## config.mk

```make
export PLATFORM = sky130hd
export DESIGN_NAME = imm_fetch_seq
export DESIGN_NICKNAME = d
export VERILOG_FILES = /design/src/rtl/imm_seq_pkg.sv /design/src/rtl/imm_decode.sv /design/src/rtl/imm_assemble.sv /design/src/rtl/imm_pc_counter.sv /design/src/rtl/imm_fetch_seq.sv
export SDC_FILE = /design/constraint.sdc
export NUM_CORES = 1
export LEC_CHECK = 0
export ABC_CLOCK_PERIOD_IN_PS = 2800
export BUFFER_PORTS_ARGS = -buffer_cell sky130_fd_sc_hd__buf_2
export CAP_MARGIN = 20
export CORE_MARGIN = 5
export CORE_UTILIZATION = 50
export CTS_CLUSTER_SIZE = 40
export DETAILED_ROUTE_END_ITERATION = 16
export GPL_TIMING_DRIVEN = 1
export PLACE_DENSITY = 0.76
export SETUP_SLACK_MARGIN = 0.15
export SYNTH_ARGS = -nofsm -noshare
export SYNTH_HDL_FRONTEND = slang
export SYNTH_SLANG_ARGS = --single-unit
```

## constraint.sdc

```tcl
create_clock -name clk -period 2.8 [get_ports clk]
set_input_delay 0.14 -clock clk [delete_from_list [all_inputs] [get_ports clk]]
set_output_delay 0.14 -clock clk [all_outputs]
set_load 0.02 [all_outputs]
```

## src/rtl/imm_seq_pkg.sv

```systemverilog
// Shared types for the immediate-operand fetch sequencer.
// Assumes 2-bit size codes as carried in opcode bits 7..6.
package imm_seq_pkg;
    typedef enum logic [1:0] {
        ST_IDLE    = 2'd0,
        ST_FETCH   = 2'd1,
        ST_BARRIER = 2'd2
    } seq_state_t;

    typedef enum logic [1:0] {
        SZ_BYTE = 2'b00,
        SZ_WORD = 2'b01,
        SZ_LONG = 2'b10,
        SZ_BAD  = 2'b11
    } op_size_t;

    typedef enum logic [1:0] {
        CL_OTHER   = 2'd0,
        CL_IMM     = 2'd1,
        CL_BADSIZE = 2'd2,
        CL_NOP     = 2'd3
    } op_class_t;
endpackage

```

## src/rtl/imm_decode.sv

```systemverilog
// Opcode classifier: sorts an opcode into immediate / bad size / barrier / other,
// and gives the size code and the extension-word count.
// Assumes the immediate class is recognised by a zero upper byte.
module imm_decode
    import imm_seq_pkg::*;
#(
    parameter int          WORD_W   = 16,
    parameter logic [15:0] NOP_CODE = 16'h4E71
) (
    input  logic [WORD_W-1:0] opcode,
    output op_class_t         cls,
    output op_size_t          size,
    output logic [1:0]        words
);
    localparam int HI_LSB = 8;

    // Purpose: pure combinational classification of one opcode word.
    always_comb begin
        size  = op_size_t'(opcode[7:6]);
        words = 2'd0;
        cls   = CL_OTHER;
        if (opcode == WORD_W'(NOP_CODE)) begin
            cls = CL_NOP;
        end else if (opcode[WORD_W-1:HI_LSB] == '0) begin
            if (size == SZ_BAD) begin
                cls = CL_BADSIZE;
            end else begin
                cls   = CL_IMM;
                words = (size == SZ_LONG) ? 2'd2 : 2'd1;
            end
        end
    end
endmodule

```

## src/rtl/imm_assemble.sv

```systemverilog
// Immediate builder: keeps the first extension word and forms the final
// zero-extended value when the last word arrives; pulses valid for one cycle.
// Assumes 'last' is only raised together with 'load'.
module imm_assemble
    import imm_seq_pkg::*;
#(
    parameter int WORD_W = 16
) (
    input  logic                clk,
    input  logic                rst_n,
    input  logic                clear,
    input  logic                load,
    input  logic                last,
    input  op_size_t            size,
    input  logic [WORD_W-1:0]   word_in,
    output logic [2*WORD_W-1:0] value,
    output logic                valid
);
    localparam int HALF_W = WORD_W / 2;
    localparam int IMM_W  = 2 * WORD_W;

    logic [WORD_W-1:0] held_q;
    logic [IMM_W-1:0]  formed;

    // Purpose: size the value from the held word and the arriving word.
    always_comb begin
        unique case (size)
            SZ_BYTE: formed = IMM_W'(word_in[HALF_W-1:0]);
            SZ_WORD: formed = IMM_W'(word_in);
            default: formed = {held_q, word_in};
        endcase
    end

    // Purpose: hold the first word, register the result and its pulse.
    always_ff @(posedge clk) begin
        if (!rst_n) begin
            held_q <= '0;
            value  <= '0;
            valid  <= 1'b0;
        end else begin
            valid <= load && last;
            if (clear) begin
                held_q <= '0;
            end else if (load) begin
                held_q <= word_in;
            end
            if (load && last) begin
                value <= formed;
            end
        end
    end
endmodule

```

## src/rtl/imm_pc_counter.sv

```systemverilog
// Program counter: steps by one word (in bytes) on each increment request.
// Assumes no external reload path.
module imm_pc_counter #(
    parameter int          PC_W     = 32,
    parameter int          WORD_W   = 16,
    parameter logic [31:0] PC_RESET = 32'h0000_1000
) (
    input  logic            clk,
    input  logic            rst_n,
    input  logic            step,
    output logic [PC_W-1:0] pc
);
    localparam int STEP_BYTES = WORD_W / 8;

    // Purpose: reset to the start address, then advance per consumed word.
    always_ff @(posedge clk) begin
        if (!rst_n) begin
            pc <= PC_W'(PC_RESET);
        end else if (step) begin
            pc <= pc + PC_W'(STEP_BYTES);
        end
    end
endmodule

```

## src/rtl/imm_fetch_seq.sv

```systemverilog
// Top: takes opcodes, fetches immediate extension words with a valid/ready
// handshake, delivers the sized immediate, and runs the no-op bus barrier.
// Assumes opcode and extension words are 16 bits and the PC is owned here.
module imm_fetch_seq
    import imm_seq_pkg::*;
#(
    parameter int          WORD_W   = 16,
    parameter int          PC_W     = 32,
    parameter logic [31:0] PC_RESET = 32'h0000_1000,
    parameter logic [15:0] NOP_CODE = 16'h4E71
) (
    input  logic                clk,
    input  logic                rst_n,
    input  logic                op_valid,
    input  logic [WORD_W-1:0]   opcode,
    output logic                op_ready,
    input  logic                bus_pending,
    input  logic                ext_valid,
    input  logic [WORD_W-1:0]   ext_data,
    output logic                ext_ready,
    output logic                imm_valid,
    output logic [2*WORD_W-1:0] imm_value,
    output logic [1:0]          imm_size,
    output logic                illegal,
    output logic                nop_done,
    output logic [PC_W-1:0]     pc
);
    seq_state_t state_q;
    op_class_t  dec_cls;
    op_size_t   dec_size;
    op_size_t   size_q;
    logic [1:0] dec_words;
    logic [1:0] left_q;
    logic       accept, take, last, leave_nop, pc_step;

    imm_decode #(.WORD_W(WORD_W), .NOP_CODE(NOP_CODE)) u_dec (
        .opcode (opcode),
        .cls    (dec_cls),
        .size   (dec_size),
        .words  (dec_words)
    );

    // Purpose: handshake and step decisions for the current cycle.
    always_comb begin
        op_ready  = (state_q == ST_IDLE);
        ext_ready = (state_q == ST_FETCH);
        accept    = op_valid && op_ready;
        take      = ext_valid && ext_ready;
        last      = take && (left_q == 2'd1);
        leave_nop = (state_q == ST_BARRIER) && !bus_pending;
        pc_step   = take || leave_nop || (accept && dec_cls != CL_NOP);
    end

    // Purpose: sequence state, remaining word count, size and pulses.
    always_ff @(posedge clk) begin
        if (!rst_n) begin
            state_q  <= ST_IDLE;
            left_q   <= 2'd0;
            size_q   <= SZ_BYTE;
            illegal  <= 1'b0;
            nop_done <= 1'b0;
        end else begin
            illegal  <= accept && (dec_cls == CL_BADSIZE);
            nop_done <= leave_nop;
            unique case (state_q)
                ST_IDLE: begin
                    if (accept) begin
                        if (dec_cls == CL_IMM) begin
                            state_q <= ST_FETCH;
                            left_q  <= dec_words;
                            size_q  <= dec_size;
                        end else if (dec_cls == CL_NOP) begin
                            state_q <= ST_BARRIER;
                        end
                    end
                end
                ST_FETCH: begin
                    if (take) begin
                        left_q <= left_q - 2'd1;
                        if (last) begin
                            state_q <= ST_IDLE;
                        end
                    end
                end
                ST_BARRIER: begin
                    if (leave_nop) begin
                        state_q <= ST_IDLE;
                    end
                end
                default: state_q <= ST_IDLE;
            endcase
        end
    end

    imm_assemble #(.WORD_W(WORD_W)) u_asm (
        .clk     (clk),
        .rst_n   (rst_n),
        .clear   (accept),
        .load    (take),
        .last    (last),
        .size    (size_q),
        .word_in (ext_data),
        .value   (imm_value),
        .valid   (imm_valid)
    );

    imm_pc_counter #(.PC_W(PC_W), .WORD_W(WORD_W), .PC_RESET(PC_RESET)) u_pc (
        .clk   (clk),
        .rst_n (rst_n),
        .step  (pc_step),
        .pc    (pc)
    );

    // Purpose: report the size code of the delivered immediate.
    assign imm_size = size_q;
endmodule

```

**Yosys cells after proc, flatten, opt, wreduce, memory -nomap -nowiden**

Index checks and enable logic that the tools add are counted.

- Bits in registers: 89

- $add $sub $neg: 2
- Eq/ne operators: 17
- Muxes and demuxes: 19
- Bitwise operators: 1
- Reductions and logical operators: 18

Operators with widths:

| operator | count |
|---|---|
| 32-bit one-hot mux with 2 select lines | 1 |
| 32-bit by 2-bit adder with 32-bit output (second input constant) | 1 |
| 2-bit two-way mux | 16 |
| 16-bit by 15-bit equality test with 1-bit output (second input constant) | 1 |
| 2-bit equality test (second input constant) | 5 |
| 2-bit by 1-bit equality test with 1-bit output (second input constant) | 4 |
| 8-bit logical NOT | 1 |
| 2-bit by 1-bit inequality test with 1-bit output (second input constant) | 4 |
| 1-bit logical AND | 7 |
| 2-bit one-hot mux with 3 select lines | 1 |
| 5-bit AND reduction | 1 |
| 2-bit logical NOT | 2 |
| 2-bit inequality test (second input constant) | 2 |
| 2-bit one-hot mux with 2 select lines | 1 |
| 4-bit AND reduction | 1 |
| 3-bit by 1-bit inequality test with 1-bit output (second input constant) | 1 |
| 3-bit AND reduction | 1 |
| 1-bit logical OR | 2 |
| 2-bit nonzero test | 1 |
| 2-bit OR reduction | 1 |
| 2-bit by 1-bit subtractor with 2-bit output (second input constant) | 1 |
| 1-bit logical NOT | 1 |
| 1-bit inverter | 1 |

**Depth between registers and ports, before layout**

- Depth in word-level cells: 9
- Depth in mapped cells: 8
- Depth with buffers taken out: 6

**Hierarchy**

From an unflattened synthesis, not the netlist that was laid out.

- Cells, all modules: 396
- Area total of the unflattened synthesis: 3811.2 sq um

By module, submodules not included:

| module | instances | cells each | area each (sq um) | seq. area each (sq um) |
|---|---|---|---|---|
| imm_assemble | 1 | 151 | 1729.2 | 980.9 |
| imm_pc_counter | 1 | 179 | 1549.0 | 620.6 |
| imm_fetch_seq | 1 | 50 | 429.2 | 160.2 |
| imm_decode | 1 | 16 | 103.8 | 0.0 |

**Least setup slack after synthesis**

OpenSTA, ideal clock, no wires.

- Kind: reg-to-reg
- Start point: register u_pc.pc[6]
- End point: register u_pc.pc[23]
- Library setup time: 0.070 ns
- Arrival: 1.958 ns
- Required time: 2.730 ns
- Path slack: 0.771 ns
- Cell stages (with the launch flop): 6
- Buffers on the path: 0
- Clock period less this slack: 2.029 ns
- Cells stage by stage: dfxtp_1 nand4_2 or3_1 or4_1 or4_1 a21oi_1

- Cells in the longest elaborated chain, start to end: 1

RTL lines:

| what | RTL line | RTL |
|---|---|---|
| from (decl) | imm_pc_counter.sv:11 | `output logic [PC_W-1:0] pc` |
| from (signal assigned) | imm_pc_counter.sv:18 | `pc <= PC_W'(PC_RESET);` |
| from (signal assigned) | imm_pc_counter.sv:20 | `pc <= pc + PC_W'(STEP_BYTES);` |
| 32-bit by 2-bit adder with 32-bit output | imm_pc_counter.sv:20 |  |

Every way passes these cells.
A chain may end at the register's enable or synchronous reset.

**Worst setup path in the final report**

- Start point: register u_pc.pc[7]
- End point: register u_pc.pc[30]

Same word-level chain as after synthesis.

==> flow_metrics.env <==
export IMPL_outcome="finished clean"
export IMPL_grt_util_all_layers_pct=20.7
export IMPL_p_int_w=0.00162
export IMPL_pwr_share_comb_pct=4.2
export IMPL_netlist_area_um2=3610
export IMPL_place_gp_congestion=0.793
export IMPL_holdCritPathClass="in2reg"
export IMPL_dieWidth_um=94.9
export IMPL_cts_resized=0
export IMPL_path_max_fanout=8
export IMPL_portBuffers=106
export IMPL_seqCellArea_um2=1760
export IMPL_synth_nets=463
export IMPL_grt_overflow_total=0
export IMPL_ir_worst_vdd_uv=242
export IMPL_crit_path_cell_trace="nand4_2 -> nor4_4 -> nand4_1 -> or4_1 -> a21oi_1"
export IMPL_setup_violations=0
export IMPL_drcViolationCount=0
export IMPL_htreeDepth=3
export IMPL_firstDrtPassIters=4
export IMPL_die_area_um2=9010
export IMPL_grt_max_degree=60
export IMPL_finalWirelength_mm=9.10
export IMPL_final_common_cell="buf_2"
export IMPL_start_util_pct=50.5
export IMPL_grt_pass1_wl_mm=14.9
export IMPL_synth_cell_types=43
export IMPL_fmax_mhz=459
export IMPL_vias=3465
export IMPL_power_leakage_nw=1.73
export IMPL_power_density_nw_per_um2=493
export IMPL_insertion_delay_ps=350
export IMPL_clock_path_buffers=2
export IMPL_ys_async_sr_fraction_pct=0
export IMPL_cp_slowest_cell="nor4_4"
export IMPL_io_pins=108
export IMPL_drive_above_1_share_pct=25.4
export IMPL_antenna_left=0
export IMPL_diodes=0
export IMPL_first_iter_violations=189
export IMPL_met2_usage_pct=32.9
export IMPL_crit_arrival_ps=2450
export IMPL_yosysWarnings=0
export IMPL_cts_made_buffers=9
export IMPL_power_total_w=0.00215
export IMPL_clkSlewWorstSetupHoldPaths_ps=90
export IMPL_ys_seq_elements=88
export IMPL_layout_min_cycle_time_ps=2180
export IMPL_met3_usage_pct=4.70
export IMPL_hold_viol=0
export IMPL_final_max_slew_viol_count=0
export IMPL_cts_setup_buffers=0
export IMPL_min_period_over_period_pct=77.8
export IMPL_clock_skew_final_ps=17.0
export IMPL_clkPwrFrac_pct=37.4
export IMPL_nets=558
export IMPL_crit_path_start="u_pc.pc[7]$_SDFFE_PN0P_"
export IMPL_required_ps=3070
export IMPL_startpoint_type="flop"
export IMPL_cts_sinks=88
export IMPL_cts_tree="yes"
export IMPL_tightest_slew_ps=682
export IMPL_cts_root_buf="clkbuf_8"
export IMPL_wl_per_cell_um=14.6
export IMPL_p_seq_share_pct=58.4
export IMPL_holdWs_ps=25.5
export IMPL_synth_edf_count=0
export IMPL_rsz0062_at_grt="false"
export IMPL_path_buf_inv=0
export IMPL_rows=31
export IMPL_yosys_most_used_dff="dfxtp_1"
export IMPL_avgSynthCellArea_um2=8.50
export IMPL_postCtsHoldBufs=0
export IMPL_synthCells=424
export IMPL_via_per_inst=5.56
export IMPL_fp_dieH_um=94.9
export IMPL_antenna_found_initial=0
export IMPL_grt_pass1_vias=3206
export IMPL_top_usage_layer="met2"
export IMPL_cp_top_family="simple AND/OR/NAND/NOR gates"
export IMPL_area_delta_synth_final_pct=21.2
export IMPL_final_cell_mix="buf_2 (106), dfxtp_1 (88), nand2_1 (77)"
export IMPL_dp_hpwl_mm=6.47
export IMPL_r2r_start="u_pc.pc[7]$_SDFFE_PN0P_"
export IMPL_slew_headroom_pct=54.4
export IMPL_yosysSeqAreaShare_pct=48.9
export IMPL_setup_tns_ps=0
export IMPL_multi_input_area_um2=1700
export IMPL_n_fill_cell=702
export IMPL_crit_type="reg2reg"
export IMPL_max_cap_viol_count=0
export IMPL_power_share_switching_pct=24.8
export IMPL_switchingPower_w=0.000534
export IMPL_core_um2=7140
export IMPL_holdCritStartpoint="ext_data[6]"
export IMPL_fin_util_pct=61.2
export IMPL_grtUsageMet1_pct=26.8
export IMPL_max_stage_delay_ps=520
export IMPL_crit_path_end_kind="flop"
==> metrics by stage <==
stage          cell area (µm²)  setup WS [ps]  instances
3_5_place_dp              4180            662        606
6_report                  4370            622        623
4_1_cts                   4360            651        622
5_1_grt                   4370            396        623
3_3_place_gp              4180            740        606
2_1_floorplan             3610            771        424
==> synthesized netlist by cell type, types with 2 or more instances <==
cell,instances,share of area (%)
a21oi_1,60,8.3
a22o_1,16,3.9
and2_1,4,0.69
and3_1,5,0.87
and4_1,3,0.73
and4b_1,2,0.56
buf_1,3,0.31
buf_2,8,1.1
clkbuf_1,16,1.7
dfxtp_1,88,49
ha_1,2,0.69
inv_1,6,0.62
mux2i_1,3,0.83
nand2_1,77,8.0
nand2b_1,2,0.35
nand3_1,20,2.8
nand3b_1,2,0.42
nand4_1,11,1.9
nor2_1,13,1.4
nor3_1,5,0.69
nor4_1,3,0.52
o21ai_0,15,2.1
o221a_2,2,0.62
o31ai_1,13,2.7
or3_1,14,2.4
or4_1,14,2.9
==> routing by layer <==
| layer | part of all wire [%] | vias up |
|---|---|---|
| met3 | 6.3 | 13 |
| met4 | 1.7 | 0 |
| met5 | 0 | - |
| met1 | 45 | 1619 |
| li1 | - | 1724 |
| met2 | 47 | 109 |
==> sequential cells by signal (all words and copies together), names as in the netlist, 2 cells and up <==
name	count
u_asm.value	32
u_pc.pc	31
u_asm.held_q	16
imm_size	2
left_q	2
state_q	2
==> power groups by stage <==
| stage | clock (W) | sequential (W) | combinational [W] |
|---|---|---|---|
| final | 0.000805 | 0.00126 | 0.0000906 |
| after global routing | 0.000883 | 0.00126 | 0.0000998 |
| after CTS | 0.000825 | 0.00126 | 0.0000888 |
| after detailed placement | 0 | 0.00129 | 0.0000883 |
| after global placement | 0 | 0.00129 | 0.0000869 |
| after floorplan | 0 | 0.00129 | 0.0000430 |
==> path summary, 6_finish.rpt <==
path | slack [ps] | to | cells after the start
setup / recovery | 620 | u_pc.pc[30]$_SDFFE_PN0P_ | 5
hold / removal | 30 | u_asm.held_q[6]$_SDFFE_PP0P_ | 3
hold reg to reg | 450 | u_asm.value[10]$_SDFFE_PN0P_ | 2
setup reg to reg | 620 | u_pc.pc[30]$_SDFFE_PN0P_ | 5
==> layout make-up <==
| type | instances | share of cell area (%) |
|---|---|---|
| clock buffers | 10 | 2.92 |
| repair buffers | 112 | 13.3 |
| multi-input cells | 301 | 38.9 |
| inverters | 7 | 0.601 |
| well taps | 99 | 2.83 |
| flip-flops and latches | 88 | 40.3 |
| clock inverters | 6 | 1.20 |
==> cells by family (layout without fill, tap and decap cells) <==
kind of cell,count (synthesis),count (layout),share of synthesized area (%)
buf+inv,35,135,4.03
other cells,1,1,0.104
flops,88,88,48.9
fa+ha+maj,2,2,0.694
compound gates,112,112,19.0
mux,3,3,0.833
xor+xnor,1,1,0.243
simple gates,182,182,26.2
==> worst reg2reg max path, delay by kind of cell, from the launching register on <==
kind	cells	cell delay (ps)
AO/OA/AOI/OAI	1	160
flip-flops	1	460
AND/OR/NAND/NOR	4	1490
(Power assumes the default switching activity.)
